## config.mk

```make
export PLATFORM = sky130hd
export DESIGN_NAME = coinc_window_trig
export DESIGN_NICKNAME = d
export VERILOG_FILES = /design/src/rtl/coinc_pkg.sv /design/src/rtl/coinc_win_ctrl.sv /design/src/rtl/coinc_hit_path.sv /design/src/rtl/coinc_window_trig.sv
export SDC_FILE = /design/constraint.sdc
export NUM_CORES = 1
export LEC_CHECK = 0
export ABC_AREA = 1
export ABC_CLOCK_PERIOD_IN_PS = 5600
export BUFFER_PORTS_ARGS = -buffer_cell sky130_fd_sc_hd__buf_2
export CELL_PAD_IN_SITES_DETAIL_PLACEMENT = 1
export CELL_PAD_IN_SITES_GLOBAL_PLACEMENT = 2
export CORE_UTILIZATION = 29
export CTS_CLUSTER_SIZE = 10
export DETAILED_ROUTE_END_ITERATION = 8
export PLACE_DENSITY = 0.9
export SLEW_MARGIN = 20
export SYNTH_ARGS = -nofsm -noshare
export SYNTH_HDL_FRONTEND = slang
export SYNTH_HIERARCHICAL = 1
export SYNTH_SLANG_ARGS = --single-unit
```

## constraint.sdc

```tcl
create_clock -name clk -period 5.6 [get_ports clk]
set_clock_uncertainty 0.05 [all_clocks]
set_input_delay 0 -clock clk [delete_from_list [all_inputs] [get_ports clk]]
set_output_delay 0 -clock clk [all_outputs]
set_load 0.02 [all_outputs]
```

## src/rtl/coinc_pkg.sv

```systemverilog
package coinc_pkg;
  // Strobes from the window sequencer to the hit datapath
  typedef struct packed {
    logic openNow;   // idle and a start rise: first sampling edge
    logic collect;   // window open, more sampling edges to come
    logic closeNow;  // window length reached: decide and clear
  } winStrobe_t;
endpackage

```

## src/rtl/coinc_win_ctrl.sv

```systemverilog
module coinc_win_ctrl
  import coinc_pkg::*;
#(
  parameter int LEN_W = 8
) (
  input  logic             clk,
  input  logic             rstN,
  input  logic             startReq,
  input  logic [LEN_W-1:0] winLen,
  output winStrobe_t       strobe,
  output logic             winOpen
);
  logic [LEN_W-1:0] elapsed;
  logic             lastSample;

  // elapsed counts the sampling edges already taken; a length of 0 acts as 1
  always_comb begin
    lastSample      = (elapsed >= winLen);
    strobe.openNow  = !winOpen && startReq;
    strobe.closeNow = winOpen && lastSample;
    strobe.collect  = winOpen && !lastSample;
  end

  always_ff @(posedge clk) begin
    if (!rstN) begin
      winOpen <= 1'b0;
      elapsed <= '0;
    end else if (strobe.openNow) begin
      winOpen <= 1'b1;
      elapsed <= LEN_W'(1);
    end else if (strobe.closeNow) begin
      winOpen <= 1'b0;
      elapsed <= '0;
    end else if (strobe.collect) begin
      elapsed <= elapsed + LEN_W'(1);
    end
  end
endmodule

```

## src/rtl/coinc_hit_path.sv

```systemverilog
module coinc_hit_path
  import coinc_pkg::*;
#(
  parameter int NUM_IN = 8
) (
  input  logic              clk,
  input  logic              rstN,
  input  logic [NUM_IN-1:0] trigIn,
  input  logic [NUM_IN-1:0] startMask,
  input  logic [NUM_IN-1:0] reqMask,
  input  winStrobe_t        strobe,
  output logic              startReq,
  output logic [NUM_IN-1:0] hitLatch,
  output logic              coincPulse
);
  logic [NUM_IN-1:0] prevLvl;
  logic [NUM_IN-1:0] riseVec;
  logic              reqMet;

  for (genvar i = 0; i < NUM_IN; i++) begin : g_lane
    always_ff @(posedge clk) begin
      if (!rstN) begin
        prevLvl[i]  <= 1'b0;
        hitLatch[i] <= 1'b0;
      end else begin
        prevLvl[i] <= trigIn[i];
        if (strobe.openNow)       hitLatch[i] <= trigIn[i];
        else if (strobe.collect)  hitLatch[i] <= hitLatch[i] | trigIn[i];
        else if (strobe.closeNow) hitLatch[i] <= 1'b0;
      end
    end
    assign riseVec[i] = trigIn[i] & ~prevLvl[i];
  end

  assign startReq = |(riseVec & startMask);
  assign reqMet   = (reqMask != '0) && ((hitLatch & reqMask) == reqMask);

  always_ff @(posedge clk) begin
    if (!rstN) coincPulse <= 1'b0;
    else       coincPulse <= strobe.closeNow && reqMet;
  end
endmodule

```

## src/rtl/coinc_window_trig.sv

```systemverilog
module coinc_window_trig
  import coinc_pkg::*;
#(
  parameter int NUM_IN = 8,
  parameter int LEN_W  = 8,
  parameter int CFG_W  = 32
) (
  input  logic              clk,
  input  logic              rstN,
  input  logic [CFG_W-1:0]  cfgWord,
  input  logic [NUM_IN-1:0] trigIn,
  output logic              coincPulse,
  output logic [NUM_IN-1:0] hitLatch
);
  localparam int REQ_LSB   = 0;
  localparam int LEN_LSB   = REQ_LSB + NUM_IN;
  localparam int START_LSB = LEN_LSB + LEN_W;
  localparam int USED_W    = START_LSB + NUM_IN;

  winStrobe_t strobe;
  logic       startReq;
  logic       winOpen;
  logic       unusedCfgBits;

  assign unusedCfgBits = ^cfgWord[CFG_W-1:USED_W];

  coinc_win_ctrl #(.LEN_W(LEN_W)) u_ctl (
    .clk      (clk),
    .rstN     (rstN),
    .startReq (startReq),
    .winLen   (cfgWord[LEN_LSB +: LEN_W]),
    .strobe   (strobe),
    .winOpen  (winOpen)
  );

  coinc_hit_path #(.NUM_IN(NUM_IN)) u_dp (
    .clk        (clk),
    .rstN       (rstN),
    .trigIn     (trigIn),
    .startMask  (cfgWord[START_LSB +: NUM_IN]),
    .reqMask    (cfgWord[REQ_LSB +: NUM_IN]),
    .strobe     (strobe),
    .startReq   (startReq),
    .hitLatch   (hitLatch),
    .coincPulse (coincPulse)
  );
endmodule

```

# --- After elaboration in Yosys (flattened, before gate mapping) ---
# Index checks and enable logic that the tools add are counted.
classes:
  n_addsub: 1
  muxes: 21
  bitwise_logic: 27
  multipliers: 0
  eq_ne: 1
  magnitude_cmp: 1
  n_div: 0
  shifts: 0
  reduce_logical: 12
op_table:
  columns: ["op", "n"]
  rows:
  - ["1-bit two-way mux", 21]
  - ["8-bit AND", 2]
  - ["1-bit NOT", 9]
  - ["8-bit by 1-bit adder with 8-bit output (second input constant)", 1]
  - ["1-bit AND", 8]
  - ["8-bit == test", 1]
  - ["8-bit >= comparator", 1]
  - ["1-bit OR", 8]
  - ["8-bit nonzero test", 1]
  - ["8-bit OR reduction", 1]
  - ["1-bit logical AND", 5]
  - ["3-bit nonzero test", 1]
  - ["3-bit OR reduction", 1]
  - ["1-bit logical NOT", 2]
  - ["2-bit nonzero test", 1]
word_totals:
  mem_count: 0
  output_inout_bits: 9
  ram_bits: 0
  inputBits: 42
  latch_bits: 0
  romBits: 0
  regBits: 26

# --- Depth between registers and ports, before layout ---
# Gate-level depths: netlist (run 1).
logic_depth:
  word_depth: 6
  mapped_depth: 16
  depth_no_buf: 16

# --- Modules after synthesis ---
# Netlist (run 1), hierarchy kept.
by_module_without_submodules:
  columns: ["mod", "cells_per_inst", "area_per_inst_um2", "seq_area_each_um2", "n_inst"]
  rows:
  - ["coinc_hit_path", 131, 860.8, 340.3, 1]
  - ["coinc_win_ctrl", 107, 780.7, 180.2, 1]

# --- Least setup slack after synthesis (run 1) ---
# OpenSTA, ideal clock, no wires.
synth_path:
  kind: "flip-flop to flip-flop"
  startpoint: "register u_ctl.elapsed[0]"
  endpoint: "register u_dp.hitLatch[2]"
  period_less_slack_ns: 1.833
  stages_incl_launch_ff: 16
  slack_ns: 3.767
  path_buffers: 0
  t_required_ns: 5.480
  arrival_ns: 1.714
  path_cell_list: "dfxtp_1 -> inv_1 -> ha_1 -> inv_1 -> nand2_1 -> nand2_1 -> nand2_1 -> nand2_1 -> nand2_1 -> nand2_4 -> nand3_4 -> inv_1 -> nor2_8 -> inv_2 -> nand2_1 -> a21oi_1"
synth_lines:
  columns: ["item", "line", "source"]
  rows:
  - ["start: declaration", "coinc_win_ctrl.sv:13", "logic [LEN_W-1:0] elapsed;"]
  - ["start signal: assignment", "coinc_win_ctrl.sv:35", "elapsed <= elapsed + LEN_W'(1);"]
  - ["end signal: indexed assignment", "coinc_hit_path.sv:27", "if (strobe.openNow) hitLatch[i] <= trigIn[i];"]
  - ["end signal: indexed assignment", "coinc_hit_path.sv:28", "else if (strobe.collect) hitLatch[i] <= hitLatch[i] | trigIn[i];"]
  - ["end: declaration", "coinc_hit_path.sv:13", "output logic [NUM_IN-1:0] hitLatch,"]

==> results, run 1 <==
- After clock tree synthesis, the clock-pin slew on the worst setup and hold paths is 0.10 ns.
- The synthesized netlist cell count is 238.
- Of all nets on the critical path, the largest fanout is 10.
- The worst setup path is launched from a flop.
- The post-synthesis area per instance is 6.897 sq um.
- The number of antenna diodes in the final layout is 0.
- The detailed-route vias per instance is 4.428.
- In the layout the commonest cells are nand2_1, inv_1, buf_2, dfxtp_1, dlygate4sd3_1.
- The final critical-path setup slack is 3.305 ns.
- The number of remaining DRC errors is 0.
- The iteration count of the initial detailed-routing pass is 4.
- Before CTS, the worst setup slack after placement is 3.331 ns.
- The slack of the worst reg-to-reg path is 3.30 ns.
- At the end of routability-driven placement, the weighted congestion stood at 0.7326.
- From synthesis to final layout, the design area changed by 30.72%.
- After legalization and detailed placement, the total HPWL measured 3325 microns.
- The number of sinks on the clock net is 26.
- The number of global-route vias before repair came to 1776.
- Setup violations remaining at the end of the flow were counted as 0.
- The number of max-slew violations in the final report is 0.
- Summing all flip-flop and latch instances after layout gives 520.5 sq um.
- The total of fill cells in the finished design is 724.
- The share of synthesized area in the top cell type comes to 0.3171.
- The netlist uses 22 different library cells.
- In the post-synthesis netlist, the biggest area contributors are dfxtp_1, nand2_1, inv_1.
- The flow ran to the end, but the final reports show violations.
- During placement, the flow inserted port buffers numbering 42.
- The required time reported for the critical path endpoint is 5.76 ns.
- The final reports fail on hold timing.
- The tree is rooted in a clkbuf_8.
- The global-route total usage across every layer is 0.1677.
- The number of hold-slack violations in the final timing report was 1.
- The total power divided by cell area is 221.5 nW/um^2.
- The worst register-to-register path ends at u_dp/hitLatch[4]$_SDFFE_PN0P_.
- The number of register bits inferred by synthesis is 26.
- The floorplan step defined a core boundary enclosing 5473 sq um.
- Of the total synthesized cell area, the portion taken by XOR and XNOR cells is 0.01601.
- The number of nets handed over by synthesis was 289.
- The final sum of negative setup slack is 0 ns.
- The final critical path time including I/O delays and setup is 2.295 ns.
- Headroom to the max-slew limit came out at 0.6440.
- Summing all multi-input logic gate instances after layout gives 899.6 sq um.
- Of all cell types, the one taking the most synthesized area is dfxtp_1.
- The type of element capturing the critical path is a flop.
- In the final design database the tool counted 349 nets.
- After synthesis, the largest family of logic cells by area is simple AND/OR/NAND/NOR gates.
- The slowest stage cell on the critical path is o21a_1.
- Summed over all cells, the static leakage comes to 1.138 nW.
- Setup repair after global routing left no endpoint under its margin.
- The fraction of synthesis flops using an asynchronous set or reset pin is 0.
- The worst hold slack across all endpoints is -0.003165 ns.
- In this run the remaining antenna-violating nets after routing total 0.
- The die span in y is 77.24 microns.
- Counting instances, the worst hold path has a depth of 3.
- The CTS buffer count is 3.
- The initial core utilization is 0.3000.
- The most used cell along the critical path is a21oi_1.
- TritonCTS built the clock tree.
- The worst register-to-register path begins at u_ctl/elapsed[5]$_SDFFE_PP0P_.
- The critical path arrival is 2.46 ns.
- After detailed routing, the average wire length per cell comes to 12.24 microns.
- The final layout contains routed wiring with a total length of 4518 microns.
- The path with the worst hold slack has its endpoint at u_dp/prevLvl[6]$_SDFF_PN0_.
- The most used flip-flop cell after synthesis is dfxtp_1.
- For the worst-skew pair, the clock arrives at the later sink with an insertion delay of 0.28 ns.
- For this run, the register share of the synthesized area comes to 0.3171.
- IR analysis of the VDD net gives a maximum drop of 0.00009386 V.
- The area of the die is 5965 sq um.
- The overall overflow remaining after global route is 0.
- Counting cells, the worst reg-to-reg path comes to 9.
- In this run the worst hold path is classified as in2reg.
- Grouping stages by cell kind, the critical path spends the most delay in compound AO/OA/AOI/OAI gates.
- The worst setup path is of the reg2reg kind.
- The count of max-cap constraint violations is 0.
- The most common cell after layout, fill and taps aside is nand2_1.
- The number of DRC markers in iteration 0 is 36.
- The maximum number of pins on one net before global-route repair is 16.
- The maximum buffer depth of the clock tree is 2.
- The wire length of the first global-routing pass is 8052 microns.
- CTS built an H-tree with a depth of 1.
- The via count is 1634.
- During synthesis, Yosys emitted a total of 6 warnings.
- Together, buffers and inverters on the worst path number 2.
- The share of final-layout standard cells stronger than drive strength 1 is 0.2088.
- The area of the mapped netlist is 1642 sq um.
- The x dimension of the die is 77.24 microns.
- The fmax is 435.7 MHz.
- The top-level port count is 51.
- The origin of the worst min-delay path is rstN.
- The number of rows in the core area is 27.
- The number of flops mapped to enable cells by yosys is 0.
- The fraction of the mapped netlist area in adder cells is 0.06860.
- For this run, the slowest stage of the critical path takes 0.46 ns.
- Traced cell by cell, the critical path runs through ha_1, a21oi_1, o21a_1, nand3_4, inv_1, nor2_8, inv_2, nand2_1, a21oi_1.
- Measured against the total synthesized area, the mux share comes to 0.
- The fraction of the mapped netlist area in compound gates came to 0.1242.
- The final cycle utilization of the critical path is 0.4099.
- The fraction of the mapped netlist area in simple logic gates is 0.3392.
- The initial antenna violation count is 0.
- At the pin with the least slew margin, the transition time is 0.5333 ns.
-- flip-flops by register name, summed over array words and instances (netlist names) --
| signal | cells |
|---|---|
| u_dp/coincPulse | 1 |
| u_dp/prevLvl | 8 |
| u_ctl/elapsed | 8 |
| u_dp/hitLatch | 8 |
| u_ctl/winOpen | 1 |
-- how the worst max path moves through the flow --
stage / start / end / slack (ns) / cells past startpoint
2_1_floorplan: u_ctl/elapsed[0]$_SDFFE_PN0P_ / u_dp/hitLatch[2]$_SDFFE_PN0P_ / 3.77 / 15
3_3_place_gp: u_ctl/elapsed[5]$_SDFFE_PP0P_ / u_dp/hitLatch[6]$_SDFFE_PN0P_ / 3.36 / 9
3_5_place_dp: u_ctl/elapsed[5]$_SDFFE_PP0P_ / u_dp/hitLatch[1]$_SDFFE_PN0P_ / 3.33 / 9
4_1_cts: u_ctl/elapsed[5]$_SDFFE_PP0P_ / u_dp/hitLatch[1]$_SDFFE_PN0P_ / 3.30 / 9
5_1_grt: u_ctl/elapsed[5]$_SDFFE_PP0P_ / u_dp/hitLatch[4]$_SDFFE_PN0P_ / 3.10 / 9
6_report: u_ctl/elapsed[5]$_SDFFE_PP0P_ / u_dp/hitLatch[4]$_SDFFE_PN0P_ / 3.30 / 9
-- tightest hold or removal path, cell delays in order --
cell and delay, ns:
buf_2 0.17, nand2_1 0.08, inv_1 0.03
-- area by class of cell --
cell class | instances | area share
clock buffers | 3 | 0.01924
clock inverters | 1 | 0.01399
flip-flops and latches | 26 | 0.2426
inverters | 49 | 0.08571
multi-input cells | 159 | 0.4192
well taps | 72 | 0.04198
repair buffers | 59 | 0.1773
-- timing repair --
item | in CTS | in global routing
endpoints found under the setup margin | 0 | 0
hold buffers | 17 | 0
buffers inserted | 0 | 0
endpoints found under the hold margin | 9 | 0
resized for setup | 0 | 0
-- synthesized netlist by cell type (2+ instances only) --
cell,instances
inv_2,2
nand2_4,4
nand3b_1,6
nand2_1,68
a21oi_2,7
xor2_1,2
buf_6,2
buf_4,2
ha_1,9
o21bai_1,6
o21ai_0,5
nand3_1,10
nand4_1,9
inv_1,47
a21oi_1,13
nor2_1,15
dfxtp_1,26
-- per-layer routing --
metal  global-route usage  vias to the layer above  share of wire
met5                    0                        -              0
met4              0.06038                        0          0.019
met3              0.01786                        8          0.027
met2               0.2885                       30           0.47
met1               0.2143                      740           0.49
li1                     -                      856              -
-- cell families after synthesis --
group | after synthesis
adder cells (fa/ha/maj) | 9
AO/OA/AOI/OAI | 32
AND/OR/NAND/NOR | 115
XOR/XNOR | 3
buffers and inverters | 53
flip-flops | 26
-- power by group --
group / switching [W] / internal (W) / total (W)
sequential: 0.0000108 / 0.000197 / 0.000207
clock: 0.0000636 / 0.0000957 / 0.000159
combinational: 0.0000646 / 0.0000440 / 0.000109
-- per-stage QoR --
step / power, W / cell area [sq um] / hold slack [ns] / cells / utilization
global route: 0.0005039 / 2146 / 0.01513 / 369 / 0.3921
CTS: 0.0004813 / 2146 / 0.0003358 / 369 / 0.3921
detailed placement: 0.0003099 / 1904 / 0.1510 / 348 / 0.3480
finish: 0.0004753 / 2146 / -0.003165 / 369 / 0.3921
floorplan: 0.0002765 / 1642 / 0.04345 / 238 / -
global placement: 0.0003064 / 1904 / 0.1455 / 348 / 0.3480
Power figures use the tool's default switching activity.
==> run 2, diff against run 1 <==
--- a/config.mk
+++ b/config.mk
@@ -5,15 +5,15 @@
 export SDC_FILE = /design/constraint.sdc
 export NUM_CORES = 1
 export LEC_CHECK = 0
-export ABC_AREA = 1
-export ABC_CLOCK_PERIOD_IN_PS = 5600
+export ABC_AREA = 0
+export ABC_CLOCK_PERIOD_IN_PS = 2200
 export BUFFER_PORTS_ARGS = -buffer_cell sky130_fd_sc_hd__buf_2
 export CELL_PAD_IN_SITES_DETAIL_PLACEMENT = 1
 export CELL_PAD_IN_SITES_GLOBAL_PLACEMENT = 2
-export CORE_UTILIZATION = 29
+export CORE_UTILIZATION = 27
 export CTS_CLUSTER_SIZE = 10
 export DETAILED_ROUTE_END_ITERATION = 8
-export PLACE_DENSITY = 0.9
+export PLACE_DENSITY = 0.84
 export SLEW_MARGIN = 20
 export SYNTH_ARGS = -nofsm -noshare
 export SYNTH_HDL_FRONTEND = slang
==> constraint.sdc (replaced) <==
create_clock -name clk -period 2.2 [get_ports clk]
set_clock_uncertainty 0.05 [all_clocks]
set_input_delay 0 -clock clk [delete_from_list [all_inputs] [get_ports clk]]
set_output_delay 0 -clock clk [all_outputs]
set_load 0.02 [all_outputs]
==> results, run 2 <==
- Status: finished with violations (unchanged).
- Violations in the final reports: setup timing (was hold timing).
- The number of rows in the core area is 25 (was 27).
- The maximum buffer depth of the clock tree came to 2 (unchanged).
- The initial core utilization is 0.2867 (was 0.3000).
- The class of the worst hold path is in2reg (unchanged).
- The post-synthesis area per instance is 8.225 sq um (was 6.897 sq um).
- The final standard cell area without fillers came to 1996 sq um (was 2146 sq um).
- The power share of the clock group is 0.335 (about the same).
- The terminating pin of the worst hold path is u_dp/coincPulse$_SDFF_PN0_ (was u_dp/prevLvl[6]$_SDFF_PN0_).
- The total of fill cells in the finished design is 610 (was 724).
- The type of element capturing the critical path was a flop (unchanged).
- The fraction of synthesis flops using an asynchronous set or reset pin is 0 (unchanged).
- Synth top cells by count: dfxtp_1, nand2_1, inv_1 (was nand2_1, inv_1, dfxtp_1).
- Highest-count cells in the layout ignoring fill and taps: buf_2, dfxtp_1, nand2_1, inv_1, buf_4 (was nand2_1, inv_1, buf_2, dfxtp_1, dlygate4sd3_1).
- The most used flip-flop cell after synthesis is dfxtp_1 (unchanged).
- The sequential share of the synthesized area is 0.3744 (was 0.3171).
- The share of final-layout standard cells stronger than drive strength 1 is 0.3191 (was 0.2088).
- The final HPWL from detailed placement is 2803 microns (was 3325 microns).
- The slack of the worst reg-to-reg path is -0.006 ns (was 3.30 ns).
- The global-route total usage across every layer is 0.1580 (was 0.1677).
- The internal power came to 0.0008724 W (was 0.0003363 W).
- The total power divided by cell area came to 593.5 nW/um^2 (was 221.5 nW/um^2).
- The final cell count without fillers is 302 (was 369).
- The cell count of the worst reg-to-reg path came to 9 (unchanged).
- Largest cells by area after synthesis: dfxtp_1, ha_1, nand2_1 (was dfxtp_1, nand2_1, inv_1).
- The number of placed instances, taps included is 280 (was 348).
- The clock tree from TritonCTS is yes (unchanged).
- The critical path arrival is 2.35 ns (was 2.46 ns).
- The number of DRC markers in iteration 0 is 58 (was 36).
- The startpoint type of the worst setup path is a flop (unchanged).
- The total placed instance area is 1719 sq um (was 1904 sq um).
- The clock latency at the later pin of the worst-skew pair is 0.27 ns (was 0.28 ns).
- The total wire length is 3987 microns (was 4518 microns).
- The number of register bits inferred by synthesis is 26 (unchanged).
- The number of port buffers is 42 (unchanged).
- The worst hold slack across all endpoints is 0.01646 ns (was -0.003165 ns).
- The switching component of the power came to 0.0003120 W (was 0.0001390 W).
- Biggest registers after layout: u_ctl/elapsed: 8 flops, u_dp/hitLatch: 8 flops, u_dp/prevLvl: 8 flops (unchanged).
- The setup violation total in the final timing report was 1 (was 0).
- RSZ-0062 raised after global routing: true (was false).
- The final critical-path setup slack is -0.005989 ns (was 3.305 ns).
- The clock root buffer is clkbuf_8 (unchanged).
- The area of the mapped netlist is 1390 sq um (was 1642 sq um).
- The number of flops mapped to enable cells by yosys is 0 (unchanged).
- The number of warning messages in the yosys log is 6 (unchanged).
- The wire length of the first global-routing pass was 6610 microns (was 8052 microns).
- The switching power as a share of total power is 0.2634 (was 0.2925).
- The biggest area consumer among synthesized cells is dfxtp_1 (unchanged).
- The required time reported for the critical path endpoint is 2.35 ns (was 5.76 ns).
- The origin of the worst min-delay path was cfgWord[1] (was rstN).
- The final cycle utilization of the critical path came to 1.003 (was 0.4099).
- The number of cells on the worst hold path is 4 (was 3).
- The library cell with the highest instance count after synthesis was dfxtp_1 (was nand2_1).
- The number of hold-slack violations in the final timing report is 0 (was 1).
- The die span in y is 73.75 microns (was 77.24 microns).
- The startpoint-to-endpoint class of the critical path is reg2reg (unchanged).
- The placer's final routability congestion estimate was 0.7699 (was 0.7326).
- The detailed-route vias per instance is 4.659 (was 4.428).
- The endpoint of the lowest-slack register-to-register path is u_ctl/elapsed[4]$_SDFFE_PP0P_ (was u_dp/hitLatch[4]$_SDFFE_PN0P_).
- The number of sinks on the clock net came to 26 (unchanged).
- The clock edge transition at the registers on the reported setup and hold paths is 0.09 ns (was 0.10 ns).
- The synthesized netlist cell count was 169 (was 238).
- The combinational power share is 0.222 (was 0.229).
- The maximum number of pins on one net before global-route repair is 25 (was 16).
- The number of remaining DRC errors came to 0 (unchanged).
- The fmax came to 453.3 MHz (was 435.7 MHz).
- The count of max-cap constraint violations is 0 (unchanged).
- The worst-case headroom to the max-slew limit is 0.6448 (was 0.6440).
- The per-cell routed wire length is 13.20 microns (was 12.24 microns).
- The number of antenna cells inserted is 0 (unchanged).
- The iteration count of the initial detailed-routing pass was 4 (unchanged).
- The sequential share of power was 0.443 (was 0.436).
- The number of max-slew violations in the final report is 0 (unchanged).
- The post-synth net total is 220 (was 289).
- The area of the die came to 5439 sq um (was 5965 sq um).
- The number of unique standard cell types used by synthesis is 36 (was 22).
- The overall overflow remaining after global route is 0 (unchanged).
- The final critical path time including I/O delays and setup is 2.206 ns (was 2.295 ns).
- The initial antenna violation count is 0 (unchanged).
- The startpoint of the most critical register-to-register path is u_ctl/elapsed[0]$_SDFFE_PN0P_ (was u_ctl/elapsed[5]$_SDFFE_PP0P_).
- The largest vdd supply drop is 0.0003037 V (was 0.00009386 V).
- The net count reported at finish is 287 (was 349).
- The layout-stage area growth over the synthesis result is 43.56% (was 30.72%).
- The area of the core is 4848 sq um (was 5473 sq um).
- The leakage component of the power is 0.9289 nW (was 1.138 nW).
- The x dimension of the die came to 73.75 microns (was 77.24 microns).
- The worst slack after detailed placement is -0.05935 ns (was 3.331 ns).
- The worst-margin pin slew came to 0.5321 ns (was 0.5333 ns).
- The final sum of negative setup slack is -0.005989 ns (was 0 ns).
- The remaining number of nets flagged by the antenna check after routing is 0 (unchanged).
- The CTS H-tree depth is 1 (unchanged).
- The CTS buffer count is 3 (unchanged).
- The fraction of synthesized cell area taken by the top area cell type is 0.3744 (was 0.3171).
- The number of global-route vias before repair was 1396 (was 1776).
- The via count is 1407 (was 1634).
- The top-level port count is 51 (unchanged).
- The most common cell after layout, fill and taps aside was buf_2 (was nand2_1).
- The largest fanout on the critical path is 3 (was 10).
run 2: cell families (layout without fill, tap and decap cells):
group	Yosys count	count (layout)	share of synthesized area
AOI/OAI and AO/OA	35	35	0.1809
DFF	26	26	0.3744
and+or+nand+nor	74	74	0.2853
adders and majority gates	9	9	0.08101
muxes	1	1	0.008100
buffers and inverters	24	90	0.07020
run 2: per-layer routing:
layer	track usage	part of all wire	wire length, microns
met1	0.2101	0.47	1877
met2	0.2630	0.50	1982
met3	0.03292	0.023	93
met4	0.03205	0.0085	34
met5	0	0	0
run 2: repair_timing:
| action | CTS | global route |
|---|---|---|
| endpoints found under the setup margin | 9 | 14 |
| resized for setup | 8 | 2 |
| pin swaps | 9 | 10 |
| buffers inserted | 6 | 2 |
| hold buffers | 10 | 0 |
| hold endpoints to repair | 17 | 0 |
run 2: worst max-delay path, stage by stage, from the launching register on:
cell and delay [ns]:
dfxtp_2 0.33, inv_2 0.07, ha_4 0.20, nand2b_4 0.13, a2111o_1 0.39, a31oi_4 0.19, buf_4 0.14, buf_6 0.09
mux2_1 0.32, a211oi_2 0.21
run 2: final cells by class:
class | count | area [sq um] | share of cell area
clock buffers | 3 | 41.29 | 0.02069
clock inverters | 1 | 30.03 | 0.01505
inverters | 19 | 71.32 | 0.03574
multi-input cells | 119 | 817.0 | 0.4094
flip-flops and latches | 26 | 521.8 | 0.2614
well taps | 67 | 83.83 | 0.04201
repair buffers | 67 | 430.4 | 0.2157
run 2: stage by stage:
step                        util  power [W]
after floorplan                -  0.0006593
after global placement    0.3546  0.0007467
after detailed placement  0.3546  0.0007514
after CTS                 0.4067   0.001190
after global routing      0.4116   0.001246
final                     0.4116   0.001184
run 2: how the worst max path moves through the flow:
stage | startpoint | to | cells past startpoint
CTS | u_ctl/elapsed[0]$_SDFFE_PN0P_ | u_dp/hitLatch[2]$_SDFFE_PN0P_ | 11
floorplan | u_ctl/elapsed[0]$_SDFFE_PN0P_ | u_dp/hitLatch[0]$_SDFFE_PN0P_ | 12
finish | u_ctl/elapsed[0]$_SDFFE_PN0P_ | u_ctl/elapsed[4]$_SDFFE_PP0P_ | 9
detailed placement | u_ctl/elapsed[0]$_SDFFE_PN0P_ | u_ctl/elapsed[4]$_SDFFE_PP0P_ | 8
global placement | u_ctl/elapsed[0]$_SDFFE_PN0P_ | u_ctl/elapsed[4]$_SDFFE_PP0P_ | 8
global route | u_ctl/elapsed[0]$_SDFFE_PN0P_ | u_dp/hitLatch[5]$_SDFFE_PN0P_ | 11
run 2: power by group through the flow:
stage	combinational [W]	clock (W)	sequential, W
floorplan	0.000116	0	0.000543
global placement	0.000212	0	0.000535
detailed placement	0.000216	0	0.000535
CTS	0.000253	0.000411	0.000526
global route	0.000287	0.000428	0.000530
finish	0.000262	0.000397	0.000525
==> run 3, diff against run 2 <==
--- a/config.mk
+++ b/config.mk
@@ -13,6 +13,7 @@
 export CORE_UTILIZATION = 27
 export CTS_CLUSTER_SIZE = 10
 export DETAILED_ROUTE_END_ITERATION = 8
+export HOLD_SLACK_MARGIN = 0.06
 export PLACE_DENSITY = 0.84
 export SLEW_MARGIN = 20
 export SYNTH_ARGS = -nofsm -noshare
==> results, run 3 (synthesis results as in run 2) <==
- The count of max-cap constraint violations is 0 (unchanged).
- The total placed instance area is 1719 sq um (unchanged).
- The top-level port count was 51 (unchanged).
- The origin of the worst min-delay path is rstN (was cfgWord[1]).
- The leakage component of the power is 0.9389 nW (was 0.9289 nW).
- The CTS buffer count is 3 (unchanged).
- The maximum buffer depth of the clock tree is 2 (unchanged).
- The number of sinks on the clock net is 26 (unchanged).
- The per-cell routed wire length is 13.44 microns (was 13.20 microns).
- The number of remaining DRC errors came to 0 (unchanged).
- The wire length of the first global-routing pass is 6706 microns (was 6610 microns).
- The detailed-route vias per instance is 4.661 (was 4.659).
- The clock root buffer is clkbuf_8 (unchanged).
- The final standard cell area without fillers is 2016 sq um (was 1996 sq um).
- The startpoint of the most critical register-to-register path is u_ctl/elapsed[0]$_SDFFE_PN0P_ (unchanged).
- The overall overflow remaining after global route is 0 (unchanged).
- The share of final-layout standard cells stronger than drive strength 1 is 0.3165 (was 0.3191).
- The final critical-path setup slack was -0.006805 ns (was -0.005989 ns).
- The final HPWL from detailed placement came to 2803 microns (unchanged).
- The worst-case headroom to the max-slew limit is 0.6517 (was 0.6448).
- The final cycle utilization of the critical path came to 1.003 (about the same).
- The slack of the worst reg-to-reg path is -0.007 ns (was -0.006 ns).
- The number of max-slew violations in the final report was 0 (unchanged).
- The maximum number of pins on one net before global-route repair was 25 (unchanged).
- The startpoint-to-endpoint class of the critical path is reg2reg (unchanged).
- The sequential cell area is 521.8 sq um (unchanged).
- The area used by multi-input combinational logic was 817.0 sq um (unchanged).
- The setup violation total in the final timing report is 1 (unchanged).
- Biggest registers after layout: u_ctl/elapsed: 8 flops, u_dp/hitLatch: 8 flops, u_dp/prevLvl: 8 flops (unchanged).
- The CTS H-tree depth is 1 (unchanged).
- The initial antenna violation count is 0 (unchanged).
- The class of the worst hold path is in2reg (unchanged).
- The initial core utilization is 0.2867 (unchanged).
- The number of rows in the core area came to 25 (unchanged).
- The startpoint type of the worst setup path was a flop (unchanged).
- The number of placed instances, taps included is 280 (unchanged).
- The fmax is 453.1 MHz (was 453.3 MHz).
- The post-layout utilization of the core is 0.4157 (was 0.4116).
- The area of the die is 5439 sq um (unchanged).
- The worst-margin pin slew is 0.5217 ns (was 0.5321 ns).
- The type of element capturing the critical path was a flop (unchanged).
- The total of fill cells in the finished design is 613 (was 610).
- The terminating pin of the worst hold path is u_ctl/elapsed[1]$_SDFFE_PP0P_ (was u_dp/coincPulse$_SDFF_PN0_).
- The number of cells on the worst hold path is 3 (was 4).
- The most common cell after layout, fill and taps aside is buf_2 (unchanged).
- The number of DRC markers in iteration 0 came to 42 (was 58).
- Highest-count cells in the layout ignoring fill and taps: buf_2, dfxtp_1, nand2_1, inv_1, buf_4 (unchanged).
- The clock tree from TritonCTS is yes (unchanged).
- Status: finished with violations (unchanged).
- The net count reported at finish is 289 (was 287).
- The via count came to 1417 (was 1407).
- The met3 wire length came to 77 microns (was 93 microns).
- The clock latency at the later pin of the worst-skew pair was 0.27 ns (about the same).
- The x dimension of the die is 73.75 microns (unchanged).
- The stage delay of the slowest cell on the critical path is 0.39 ns (about the same).
- The die span in y is 73.75 microns (unchanged).
- The total wire length is 4086 microns (was 3987 microns).
- The layout-stage area growth over the synthesis result was 45.00% (was 43.56%).
- The area of the core is 4848 sq um (unchanged).
- The routed metal-1 wirelength was 1926 microns (was 1877 microns).
- The number of port buffers is 42 (unchanged).
- The required time reported for the critical path endpoint is 2.35 ns (about the same).
- RSZ-0062 raised after global routing: true (unchanged).
- The iteration count of the initial detailed-routing pass is 4 (unchanged).
- The placer's final routability congestion estimate is 0.7699 (unchanged).
- The number of global-route vias before repair was 1422 (was 1396).
- Violations in the final reports: setup timing (unchanged).
- The final cell count without fillers was 304 (was 302).
- The critical path arrival is 2.35 ns (about the same).
- Cell breakdown of the critical path: inv_2, ha_4, nand2b_4, a2111o_1, a31oi_4, buf_4, buf_6, mux2_1, a211oi_2 (unchanged).
- The slowest stage cell on the critical path was a2111o_1 (unchanged).
- The largest fanout on the critical path is 3 (unchanged).
- The top routing layer in use was met4 (unchanged).
- The length of routed met2 wiring is 2056 microns (was 1982 microns).
- The number of antenna cells inserted was 0 (unchanged).
- The endpoint of the lowest-slack register-to-register path is u_ctl/elapsed[4]$_SDFFE_PP0P_ (unchanged).
- The number of hold-slack violations in the final timing report was 0 (unchanged).
- The cell count of the worst reg-to-reg path is 9 (unchanged).
- The largest vdd supply drop came to 0.0003031 V (was 0.0003037 V).
- The final critical path time including I/O delays and setup came to 2.207 ns (was 2.206 ns).
- The clock edge transition at the registers on the reported setup and hold paths is 0.09 ns (about the same).
- The remaining number of nets flagged by the antenna check after routing is 0 (unchanged).
- The total power divided by cell area came to 590.1 nW/um^2 (was 593.5 nW/um^2).
- The global-route total usage across every layer came to 0.1603 (was 0.1580).
==> run 3: cell count changes in the layout (fill, tap and decap cells not counted) <==
| cell | before | now |
|---|---|---|
| dlygate4sd3_1 | 10 | 12 |
==> run 3: final cells by class <==
cell class / instances / share of cell area
clock inverter: 1 / 0.01490
clock buffer: 3 / 0.02048
timing repair buffer: 69 / 0.2235
multi-input combinational: 119 / 0.4053
inverter: 19 / 0.03538
sequential: 26 / 0.2588
tap: 67 / 0.04159
==> run 3: timing repair <==
item / in CTS / in global routing
setup endpoints to repair: 9 / 14
pin swaps: 9 / 10
resized for setup: 8 / 2
buffers inserted: 6 / 2
hold endpoints to repair: 17 / 0
hold buffers: 12 / 0
==> run 3: worst max-delay path by stage <==
stage	slack, ns	to	cells past startpoint	from
floorplan	-0.00006	u_dp/hitLatch[0]$_SDFFE_PN0P_	12	u_ctl/elapsed[0]$_SDFFE_PN0P_
global placement	0.04	u_ctl/elapsed[4]$_SDFFE_PP0P_	8	u_ctl/elapsed[0]$_SDFFE_PN0P_
detailed placement	-0.06	u_ctl/elapsed[4]$_SDFFE_PP0P_	8	u_ctl/elapsed[0]$_SDFFE_PN0P_
CTS	-0.06	u_dp/hitLatch[2]$_SDFFE_PN0P_	11	u_ctl/elapsed[0]$_SDFFE_PN0P_
global route	-0.09	u_dp/hitLatch[5]$_SDFFE_PN0P_	10	u_ctl/elapsed[0]$_SDFFE_PN0P_
finish	-0.007	u_ctl/elapsed[4]$_SDFFE_PP0P_	9	u_ctl/elapsed[0]$_SDFFE_PN0P_
==> run 3: worst max-delay path: cells and delay by family, from the launching register on <==
family | cells | cell delay, ns
AOI/OAI and AO/OA | 3 | 0.80
muxes | 1 | 0.32
buffers and inverters | 3 | 0.30
adders and majority gates | 1 | 0.20
DFF | 1 | 0.33
and+or+nand+nor | 1 | 0.13
==> run 3: power by group <==
group          total (W)  switching [W]  internal (W)  leakage [nW]
clock network   0.000396       0.000152      0.000244        0.0357
registers       0.000525      0.0000258      0.000499         0.215
logic           0.000269       0.000136      0.000133         0.689
total            0.00119       0.000314      0.000876         0.939
==> run 3: through the flow <==
step	worst slack, ns	TNS, ns	hold slack [ns]	power (W)
2_1_floorplan	-0.00005707	-0.00005707	0.05934	0.0006593
3_3_place_gp	0.03642	0	0.1876	0.0007467
3_5_place_dp	-0.05935	-0.06904	0.1915	0.0007514
4_1_cts	-0.05519	-0.4635	0.06854	0.001194
5_1_grt	-0.08801	-0.7481	0.1165	0.001252
6_report	-0.006805	-0.006805	0.08789	0.001189
==> run 3: metal layers <==
metal / GRT usage / vias up
li1: - / 722
met1: 0.2135 / 671
met2: 0.2671 / 19
met3: 0.03292 / 5
met4: 0.03205 / 0
met5: 0 / -
